$ cat config.mk
export PLATFORM = sky130hd
export DESIGN_NAME = dith_spatial
export DESIGN_NICKNAME = d
export VERILOG_FILES = /design/src/rtl/dith_pkg.sv /design/src/rtl/dith_lfsr.sv /design/src/rtl/dith_shaper.sv /design/src/rtl/dith_reduce.sv /design/src/rtl/dith_spatial.sv
export SDC_FILE = /design/constraint.sdc
export NUM_CORES = 1
export LEC_CHECK = 0
export ABC_AREA = 1
export CAP_MARGIN = 20
export CELL_PAD_IN_SITES_DETAIL_PLACEMENT = 0
export CELL_PAD_IN_SITES_GLOBAL_PLACEMENT = 1
export CORE_ASPECT_RATIO = 1.1
export CORE_MARGIN = 1.5
export CORE_UTILIZATION = 30
export CTS_BUF_LIST = sky130_fd_sc_hd__clkbuf_2 sky130_fd_sc_hd__clkbuf_4 sky130_fd_sc_hd__clkbuf_8
export DETAILED_ROUTE_END_ITERATION = 10
export MAX_ROUTING_LAYER = met4
export PLACE_DENSITY = 0.72
export SYNTH_ARGS = -nofsm -noshare
export SYNTH_HDL_FRONTEND = slang
export SYNTH_SLANG_ARGS = --single-unit
export TNS_END_PERCENT = 10
$ cat constraint.sdc
create_clock -name clk -period 9.6 [get_ports clk]
set_input_delay 0.96 -clock clk [delete_from_list [all_inputs] [get_ports clk]]
set_output_delay 0.96 -clock clk [all_outputs]
set_load 0.05 [all_outputs]
$ cat src/rtl/dith_pkg.sv
package dith_pkg;
  localparam int LFSR_W = 28;

  typedef enum logic [1:0] {
    DEPTH_NARROW = 2'd0,
    DEPTH_WIDE   = 2'd1,
    DEPTH_RSVD2  = 2'd2,
    DEPTH_RSVD3  = 2'd3
  } depth_e;

  // an all-zero state would lock the register, so substitute 1
  function automatic logic [LFSR_W-1:0] no_zero(input logic [LFSR_W-1:0] v);
    return (v == '0) ? {{(LFSR_W-1){1'b0}}, 1'b1} : v;
  endfunction
endpackage

$ cat src/rtl/dith_lfsr.sv
module dith_lfsr #(
  parameter int LW      = 28,
  parameter int TAP_ALT = 3
) (
  input  logic          clk,
  input  logic          rst,
  input  logic [LW-1:0] seed,
  input  logic          use_alt,
  input  logic          adv,
  input  logic          reload,
  input  logic [LW-1:0] reload_val,
  output logic [LW-1:0] cur
);
  localparam int TAP_BASE = 3;

  logic [LW-1:0] state;
  logic          fb;

  assign cur = reload ? reload_val : state;
  assign fb  = cur[LW-1] ^ (use_alt ? cur[TAP_ALT-1] : cur[TAP_BASE-1]);

  always_ff @(posedge clk) begin
    if (rst)      state <= dith_pkg::no_zero(seed);
    else if (adv) state <= {cur[LW-2:0], fb};
  end

  // the generator never reaches the locked all-zero state
  a_r7_state_nonzero: assert property (@(posedge clk) disable iff (rst)
    state != '0);
endmodule

$ cat src/rtl/dith_shaper.sv
module dith_shaper #(
  parameter int KMAX = 6
) (
  input  logic            clk,
  input  logic            rst,
  input  logic            adv,
  input  logic            line_start,
  input  logic            hp_en,
  input  logic [KMAX-1:0] raw,
  output logic [KMAX-1:0] addend
);
  logic [KMAX-1:0] prev_q;
  logic [KMAX-1:0] prev_eff;

  assign prev_eff = line_start ? '0 : prev_q;

  always_comb begin
    if (!hp_en)               addend = raw;
    else if (raw >= prev_eff) addend = raw - prev_eff;
    else                      addend = '0;
  end

  always_ff @(posedge clk) begin
    if (rst)      prev_q <= '0;
    else if (adv) prev_q <= raw;
  end

  // shaped noise never exceeds the raw noise
  a_r9_hp_bound: assert property (@(posedge clk) disable iff (rst)
    addend <= raw);
endmodule

$ cat src/rtl/dith_reduce.sv
module dith_reduce #(
  parameter int CW   = 12,
  parameter int KN   = 6,
  parameter int KW   = 4,
  parameter int KMAX = 6
) (
  input  logic            clk,
  input  logic            rst,
  input  logic            active,
  input  logic            narrow,
  input  logic [CW-1:0]   pix,
  input  logic [KMAX-1:0] addend,
  output logic [CW-1:0]   res
);
  logic [CW:0]   sum;
  logic [CW-1:0] sat;

  assign sum = {1'b0, pix} + {{(CW+1-KMAX){1'b0}}, addend};
  assign sat = sum[CW] ? {CW{1'b1}} : sum[CW-1:0];

  always_comb begin
    if (!active)     res = pix;
    else if (narrow) res = {{KN{1'b0}}, sat[CW-1:KN]};
    else             res = {{KW{1'b0}}, sat[CW-1:KW]};
  end

  // saturated sum never falls below the input
  always_ff @(posedge clk) begin
    if (!rst) a_r4_no_wrap: assert (sat >= pix);
  end
endmodule

$ cat src/rtl/dith_spatial.sv
module dith_spatial #(
  parameter int CW     = 12,
  parameter int LW     = 28,
  parameter int NARROW = 6,
  parameter int WIDE   = 8,
  parameter int FCW    = 4
) (
  input  logic          clk,
  input  logic          rst,
  input  logic          cfg_en,
  input  logic [1:0]    cfg_depth,
  input  logic          cfg_rgb_rand,
  input  logic          cfg_frame_rand,
  input  logic          cfg_hp_en,
  input  logic [LW-1:0] cfg_seed_r,
  input  logic [LW-1:0] cfg_seed_g,
  input  logic [LW-1:0] cfg_seed_b,
  input  logic          in_valid,
  output logic          in_ready,
  input  logic          in_frame_start,
  input  logic          in_line_start,
  input  logic [CW-1:0] in_r,
  input  logic [CW-1:0] in_g,
  input  logic [CW-1:0] in_b,
  output logic          out_valid,
  input  logic          out_ready,
  output logic [CW-1:0] out_r,
  output logic [CW-1:0] out_g,
  output logic [CW-1:0] out_b
);
  import dith_pkg::*;

  localparam int KN   = CW - NARROW;
  localparam int KW   = CW - WIDE;
  localparam int KMAX = (KN > KW) ? KN : KW;
  localparam int NCH  = 3;
  localparam int HF   = FCW / 2;

  logic            accept;
  logic            active;
  logic            narrow;
  logic            frame_reload;
  logic [FCW-1:0]  fcnt;
  logic [FCW-1:0]  perm;

  logic [LW-1:0]   seed_a [NCH];
  logic [CW-1:0]   pix_a  [NCH];
  logic [CW-1:0]   res_a  [NCH];
  logic [CW-1:0]   q_a    [NCH];

  logic            q_active, q_narrow;

  assign in_ready = !out_valid || out_ready;
  assign accept   = in_valid && in_ready;
  assign narrow   = (depth_e'(cfg_depth) == DEPTH_NARROW);
  assign active   = cfg_en && (narrow || depth_e'(cfg_depth) == DEPTH_WIDE);
  assign frame_reload = accept && in_frame_start && cfg_frame_rand;
  assign perm     = {fcnt[HF-1:0], fcnt[FCW-1:HF]};

  assign seed_a[0] = cfg_seed_r;
  assign seed_a[1] = cfg_seed_g;
  assign seed_a[2] = cfg_seed_b;
  assign pix_a[0]  = in_r;
  assign pix_a[1]  = in_g;
  assign pix_a[2]  = in_b;

  always_ff @(posedge clk) begin
    if (rst)               fcnt <= '0;
    else if (frame_reload) fcnt <= fcnt + 1'b1;
  end

  genvar ch;
  generate
    for (ch = 0; ch < NCH; ch++) begin : g_chan
      localparam int TAP = (ch == 0) ? 3 : (ch == 1) ? 9 : 13;
      logic [LW-1:0]   cur;
      logic [LW-1:0]   rl_val;
      logic [KMAX-1:0] raw;
      logic [KMAX-1:0] addend;

      assign rl_val = no_zero(seed_a[ch] ^ {{(LW-FCW){1'b0}}, perm});
      assign raw    = narrow ? cur[KMAX-1:0]
                             : {{(KMAX-KW){1'b0}}, cur[KW-1:0]};

      dith_lfsr #(.LW(LW), .TAP_ALT(TAP)) u_lfsr (
        .clk(clk), .rst(rst), .seed(seed_a[ch]), .use_alt(cfg_rgb_rand),
        .adv(accept), .reload(frame_reload), .reload_val(rl_val), .cur(cur)
      );

      dith_shaper #(.KMAX(KMAX)) u_shape (
        .clk(clk), .rst(rst), .adv(accept), .line_start(in_line_start),
        .hp_en(cfg_hp_en), .raw(raw), .addend(addend)
      );

      dith_reduce #(.CW(CW), .KN(KN), .KW(KW), .KMAX(KMAX)) u_red (
        .clk(clk), .rst(rst), .active(active), .narrow(narrow),
        .pix(pix_a[ch]), .addend(addend), .res(res_a[ch])
      );

      always_ff @(posedge clk) begin
        if (accept) q_a[ch] <= res_a[ch];
      end
    end
  endgenerate

  always_ff @(posedge clk) begin
    if (rst) begin
      out_valid <= 1'b0;
      q_active  <= 1'b0;
      q_narrow  <= 1'b0;
    end else if (accept) begin
      out_valid <= 1'b1;
      q_active  <= active;
      q_narrow  <= narrow;
    end else if (out_ready) begin
      out_valid <= 1'b0;
    end
  end

  assign out_r = q_a[0];
  assign out_g = q_a[1];
  assign out_b = q_a[2];

  // a stalled output holds its beat
  a_r1_stall_hold: assert property (@(posedge clk) disable iff (rst)
    out_valid && !out_ready |=> out_valid && $stable(out_r)
                                && $stable(out_g) && $stable(out_b));

  // an accepted beat is presented on the next cycle
  a_r1_accept_valid: assert property (@(posedge clk) disable iff (rst)
    in_valid && in_ready |=> out_valid);

  // the frame counter steps only on reseeding frame starts
  a_r8_counter_step: assert property (@(posedge clk) disable iff (rst)
    frame_reload |=> fcnt == $past(fcnt) + 1'b1);

  a_r8_counter_hold: assert property (@(posedge clk) disable iff (rst)
    !frame_reload |=> $stable(fcnt));

  // bits above the reduced field are zero in dither modes
  a_r3_upper_zero: assert property (@(posedge clk) disable iff (rst)
    out_valid && q_active |->
      (q_narrow ? ((out_r >> NARROW) == '0 && (out_g >> NARROW) == '0
                   && (out_b >> NARROW) == '0)
                : ((out_r >> WIDE) == '0 && (out_g >> WIDE) == '0
                   && (out_b >> WIDE) == '0)));
endmodule

* Yosys cells after proc, flatten, opt, wreduce, memory -nomap -nowiden *
Memories as Yosys holds them, arrays and structs flattened.
Index checks and enable logic that the tools add are counted.

cells by class
  eq/ne operators = 1
  order comparisons = 3
  add/subtract/negate cells = 7
  bitwise gates (word level) = 6
  mux-type cells = 42
  reduce and logical (&&, ||, !) cells = 16

operators with widths
  kind                                           count
  two-way mux 28 bit                             15
  logical NOT 28 bit                             6
  bitwise XOR 28 x 4 -> 28 bit                   3
  two-way mux 12 bit                             6
  two-way mux 6 bit                              12
  adder 12 x 6 -> 13 bit                         3
  two-way mux 8 bit                              3
  greater-or-equal comparator 6 bit              3
  subtractor 6 bit                               3
  two-way mux 1 bit                              6
  adder 4 x 1 -> 4 bit, second input constant    1
  logical AND 1 bit                              4
  nonzero test 2 bit                             2
  bitwise XOR 1 bit                              3
  == test 2 x 1 -> 1 bit, second input constant  1
  logical NOT 2 bit                              1
  logical OR 1 bit                               2
  logical NOT 1 bit                              1

storage, ports and cells
  memory bits (writable) = 36
  bits in registers = 107
  memories kept = 1
  bits of input ports = 132
  output and inout bits = 38
  word-level logic and storage cells = 84

memory list
  name  words  width  rd ports  clocked after Yosys merged registers in  wr ports  line                source
  q_a   3      12     3         0                                        3         dith_spatial.sv:49  logic [CW-1:0] q_a [NCH];

* Depth between registers and ports, before layout *
  depth after elaboration = 14
  gate-level depth with buffers = 32
  gate-level depth less buffers = 31

* Modules after synthesis *
Synthesis repeated with hierarchy kept, for this count alone.

unflattened totals
  cells, all modules = 1698
  area, all modules = 11347.1 um2

by module, submodules not included
  module                                instances  seq. area each (um2)  area an instance (um2)  cells an instance
  dith_lfsr at g_chan[1].u_lfsr ...     2          840.8                 1692.9                  245
  dith_spatial                          1          1181.1                2189.6                  287
  dith_lfsr at g_chan[0].u_lfsr         1          840.8                 1664.1                  187
  dith_reduce at g_chan[1].u_red ...    2          0.0                   744.5                   148
  dith_shaper at g_chan[0].u_shape ...  2          120.1                 649.4                   101
  dith_reduce at g_chan[0].u_red        1          0.0                   696.9                   135
  dith_shaper at g_chan[2].u_shape      1          120.1                 623.1                   101

* Worst setup path after synthesis *
OpenSTA, ideal clock, no wires.

  kind = input to register
  start point = input out_ready
  end point = memory q_a[2][5] (netlist: q_a[0][29]) (data pin)
  stages on the path = 27
  setup time = 0.253 ns
  buffers on the path = 3
  data arrival time = 4.411 ns
  data required time = 9.347 ns
  setup slack = 4.936 ns
  cell sequence = inv_2 > nand2_4 > nand2_4 > nor2_4 > buf_6 > buf_2 > clkbuf_1 > nand2_1 > nand2_1 > inv_1 > ha_1 > a21oi_1 > nand2_1 > nand2_1 > o21ai_0 > a21oi_1 > xor2_1 > o22ai_1 > ha_1 > nand2_1 > inv_1 > a21oi_1 > nand2_4 > a21oi_1 > nand2_1 > nand3_1 > nand2_1

RTL lines
  what             line                source
  start, declared  dith_spatial.sv:26  input logic out_ready,
  end, declared    dith_spatial.sv:49

==> run summary <==
Status -> finished clean
Cell row count -> 68
FMAX -> 174 MHz
Synth Area per Inst -> 7.66 um^2
Worst slack at placement -> 3.35 ns
Worst skew pair latency -> 0.47 ns
Post-CTS Hold Buffers -> 0
Most used cell, CP -> nand2_1
Asr flop ratio synth -> 0%
RSZ-0062 raised after global routing -> no
Worst vdd ir -> 0.0706 mV
Gate power share -> 28.1%
Max_cap viols -> 0
Ranking of synthesized cells by area -> edfxtp_1 38%, nand2_1 12%, a21oi_1 7.1%, inv_1 5.4%, dfxtp_1 4.8%
Post-synth top area share -> 37.5%
Fin Setup TNS -> 0 ns
Sw frac -> 34.4%
Slew headroom -> 38.0%
YS warnings -> 0
Post-synth top flop -> edfxtp_1
Cell Area, Synth -> 9610 um^2
Worst Tran Pin Value -> 0.931 ns
Hpwl dp -> 20.3 mm
P&R area growth vs syn -> 26.0%
Post-Syn Instances -> 1255
Drt wl/cell -> 15.1 um
CP Class -> in2reg
First-pass GRT wire length -> 44.5 mm
Number of antenna violations at the first check in global routing -> 2
Grt ovf -> 0
Clk pwr share -> 29.8%
CP startpoint kind -> input pin
I/O pins -> 170
Post-route DRC -> 0
Largest net degree at the start of global routing -> 85
Routed wl met2 -> 12.5 mm
Filler cell count -> 3362
Period utilisation layout -> 59.8%
Delay of the slowest cell on the worst path -> 0.64 ns
Initial DRC Count -> 656
Psw -> 619 uW
Routed WL -> 27.6 mm
Final WS setup -> 3.86 ns
Worst endpoint required time -> 9.81 ns
Critical path arrival -> 5.95 ns
CTS resizes -> 0
Syn Nets -> 1418
Layout cells sized above 1 -> 7.73%
Die height -> 191 um
Final Instance Area -> 12100 um^2
CP max-delay cell -> nor2_4
GP Congestion -> 0.880
Root Buffer -> clkbuf_8
Max H-tree Level -> 4
GRT Total Usage -> 17.3%
Post-synth EDFFs -> 120
Clk sinks -> 143
CP endpoint kind -> flop
Met3 routed WL -> 1.50 mm
Final setup violating endpoints -> 0
Leading area contributor after synthesis -> edfxtp_1
Die area -> 33100 um^2
Vias in the first global route -> 8489
Buffers and inverters on the worst path -> 5
Core ar. -> 31500 um^2
Leakage -> 4.95 nW
Nets -> 1561
Cts bufs inserted -> 17
Worst hold slack -> 0.487 ns
Post-CTS Setup Inserts -> 0
Starting density of the core -> 30.5%
Pint -> 1.18 mW
Vias per cell -> 4.88
CTS tree -> built
DR top layer -> met4
DP Area -> 11700 um^2
Final Slew Violations -> 0
I/O Buffers -> 169
Tot Pwr -> 1.80 mW
Setup Skew -> 0.0236 ns
Sequential cell fraction of total power -> 42.1%
Synth cell types -> 45
Pre-antenna DRT Iters -> 5
#FFs+latches synth -> 143
Die span in x -> 174 um
CP max FO -> 58
Register area share after synthesis -> 42.3%
Routed length on met1 -> 13.4 mm
Via count -> 8946
Final Hold Viols -> 0
Delay-heaviest family, CP -> simple AND/OR/NAND/NOR gates
Tmin final -> 5.74 ns
Pwr Density -> 149 nW/um^2
Clk buf depth -> 2
Final ANT Viol Nets -> 0
Clock transition at path regs -> 0.09 ns
Hold Crit Class -> reg2reg
## per-stage QoR
stage | utilization [%] | cells
after global routing | 38.5 | 1833
after detailed placement | 37.1 | 1799
after global placement | 37.1 | 1799
after CTS | 38.4 | 1831
final | 38.5 | 1833
after floorplan | - | 1255
## final cells by class
type | instances | area, um^2 | share of cell area, %
Sequential cell | 143 | 4060 | 33.6
Antenna cell | 2 | 5.00 | 0.0413
Timing Repair Buffer | 177 | 1750 | 14.4
Inverter | 143 | 537 | 4.43
Multi-Input combinational cell | 916 | 4800 | 39.7
Clock inverter | 15 | 190 | 1.57
Clock buffer | 17 | 234 | 1.93
Tap cell | 420 | 526 | 4.34
## worst min-delay path, delay by kind of cell (launching register included)
family,cells,cell delay [ns]
buffers and inverters,1,0.06
flip-flops,1,0.30
AO/OA/AOI/OAI,1,0.08
## worst paths after layout
kind / start / end / slack (ns) / cells after the start
worst max-delay path: in_valid / q_a[0][29]$_DFFE_PP_ / 3.86 / 27
worst min-delay path: g_chan[1].u_shape.prev_q[1]$_SDFFE_PP0P_ / g_chan[1].u_shape.prev_q[1]$_SDFFE_PP0P_ / 0.49 / 2
worst max register to register: out_valid$_SDFFE_PP0P_ / q_a[0][29]$_DFFE_PP_ / 4.49 / 27
worst min register to register: g_chan[1].u_shape.prev_q[1]$_SDFFE_PP0P_ / g_chan[1].u_shape.prev_q[1]$_SDFFE_PP0P_ / 0.49 / 2
## synthesized netlist by cell type (9+ instances only)
| library cell | number |
|---|---|
| buf_1 | 9 |
| xor2_1 | 14 |
| or2_2 | 9 |
| ha_1 | 28 |
| nand2_1 | 305 |
| o22ai_1 | 31 |
| a22oi_1 | 17 |
| nand3_1 | 85 |
| nand2_4 | 9 |
| inv_1 | 137 |
| edfxtp_1 | 120 |
| xnor2_1 | 10 |
| o21ai_0 | 53 |
| nand4_1 | 12 |
| a21oi_1 | 137 |
| nor3_1 | 13 |
| nand2_2 | 25 |
| nor4_1 | 17 |
| clkbuf_1 | 34 |
| dfxtp_1 | 23 |
| nor2_1 | 108 |
## layout by cell type (no fill, tap or decap), types with 5 or more instances in the layout
master	netlist	routed
a21oi_1	137	137
a22oi_1	17	17
buf_4	0	9
clkbuf_8	0	17
clkdlybuf4s50_1	0	168
dfxtp_1	23	23
edfxtp_1	120	120
ha_1	28	28
inv_1	137	137
inv_6	0	5
nand2_1	305	304
nand2_2	25	25
nand2_4	9	10
nand3_1	85	85
nand3_2	7	7
nand4_1	12	12
nor2_1	108	107
nor3_1	13	13
nor4_1	17	17
o21ai_0	53	53
o22ai_1	31	31
or2_2	9	9
xnor2_1	10	10
xor2_1	14	14
## logic make-up (layout without fill, tap and decap cells)
group                      count (synthesis)  after routing  share of synthesized area, %
AOI/OAI and AO/OA                        255            255                          14.6
xor gates and xnor gates                  24             24                          2.19
adders and majority gates                 31             31                          4.27
buffers and inverters                    196            352                          7.92
DFF                                      143            143                          42.3
muxes                                      1              1                         0.104
other                                      0              2                             0
and+or+nand+nor                          605            605                          28.6
## state kept, by name, indices dropped and copies added, names as in the netlist
signal / flops
g_chan.u_lfsr.state: 84
g_chan.u_shape.prev_q: 18
q_a: 36
fcnt: 4
out_valid: 1
## power by group through the flow
stage / Combinational (mW) / Clock, mW / Sequential (mW)
after floorplan: 0.297 / 0 / 0.812
after global placement: 0.505 / 0 / 0.771
after detailed placement: 0.508 / 0 / 0.773
after CTS: 0.510 / 0.549 / 0.759
after global routing: 0.568 / 0.569 / 0.765
final: 0.507 / 0.536 / 0.758
## per-layer routing
layer / vias up / GRT usage [%]
li1: 4548 / -
met1: 4157 / 22.7
met2: 227 / 27.8
met3: 14 / 3.19
met4: 0 / 3.81
met5: - / -
Power figures use the tool's default switching activity.
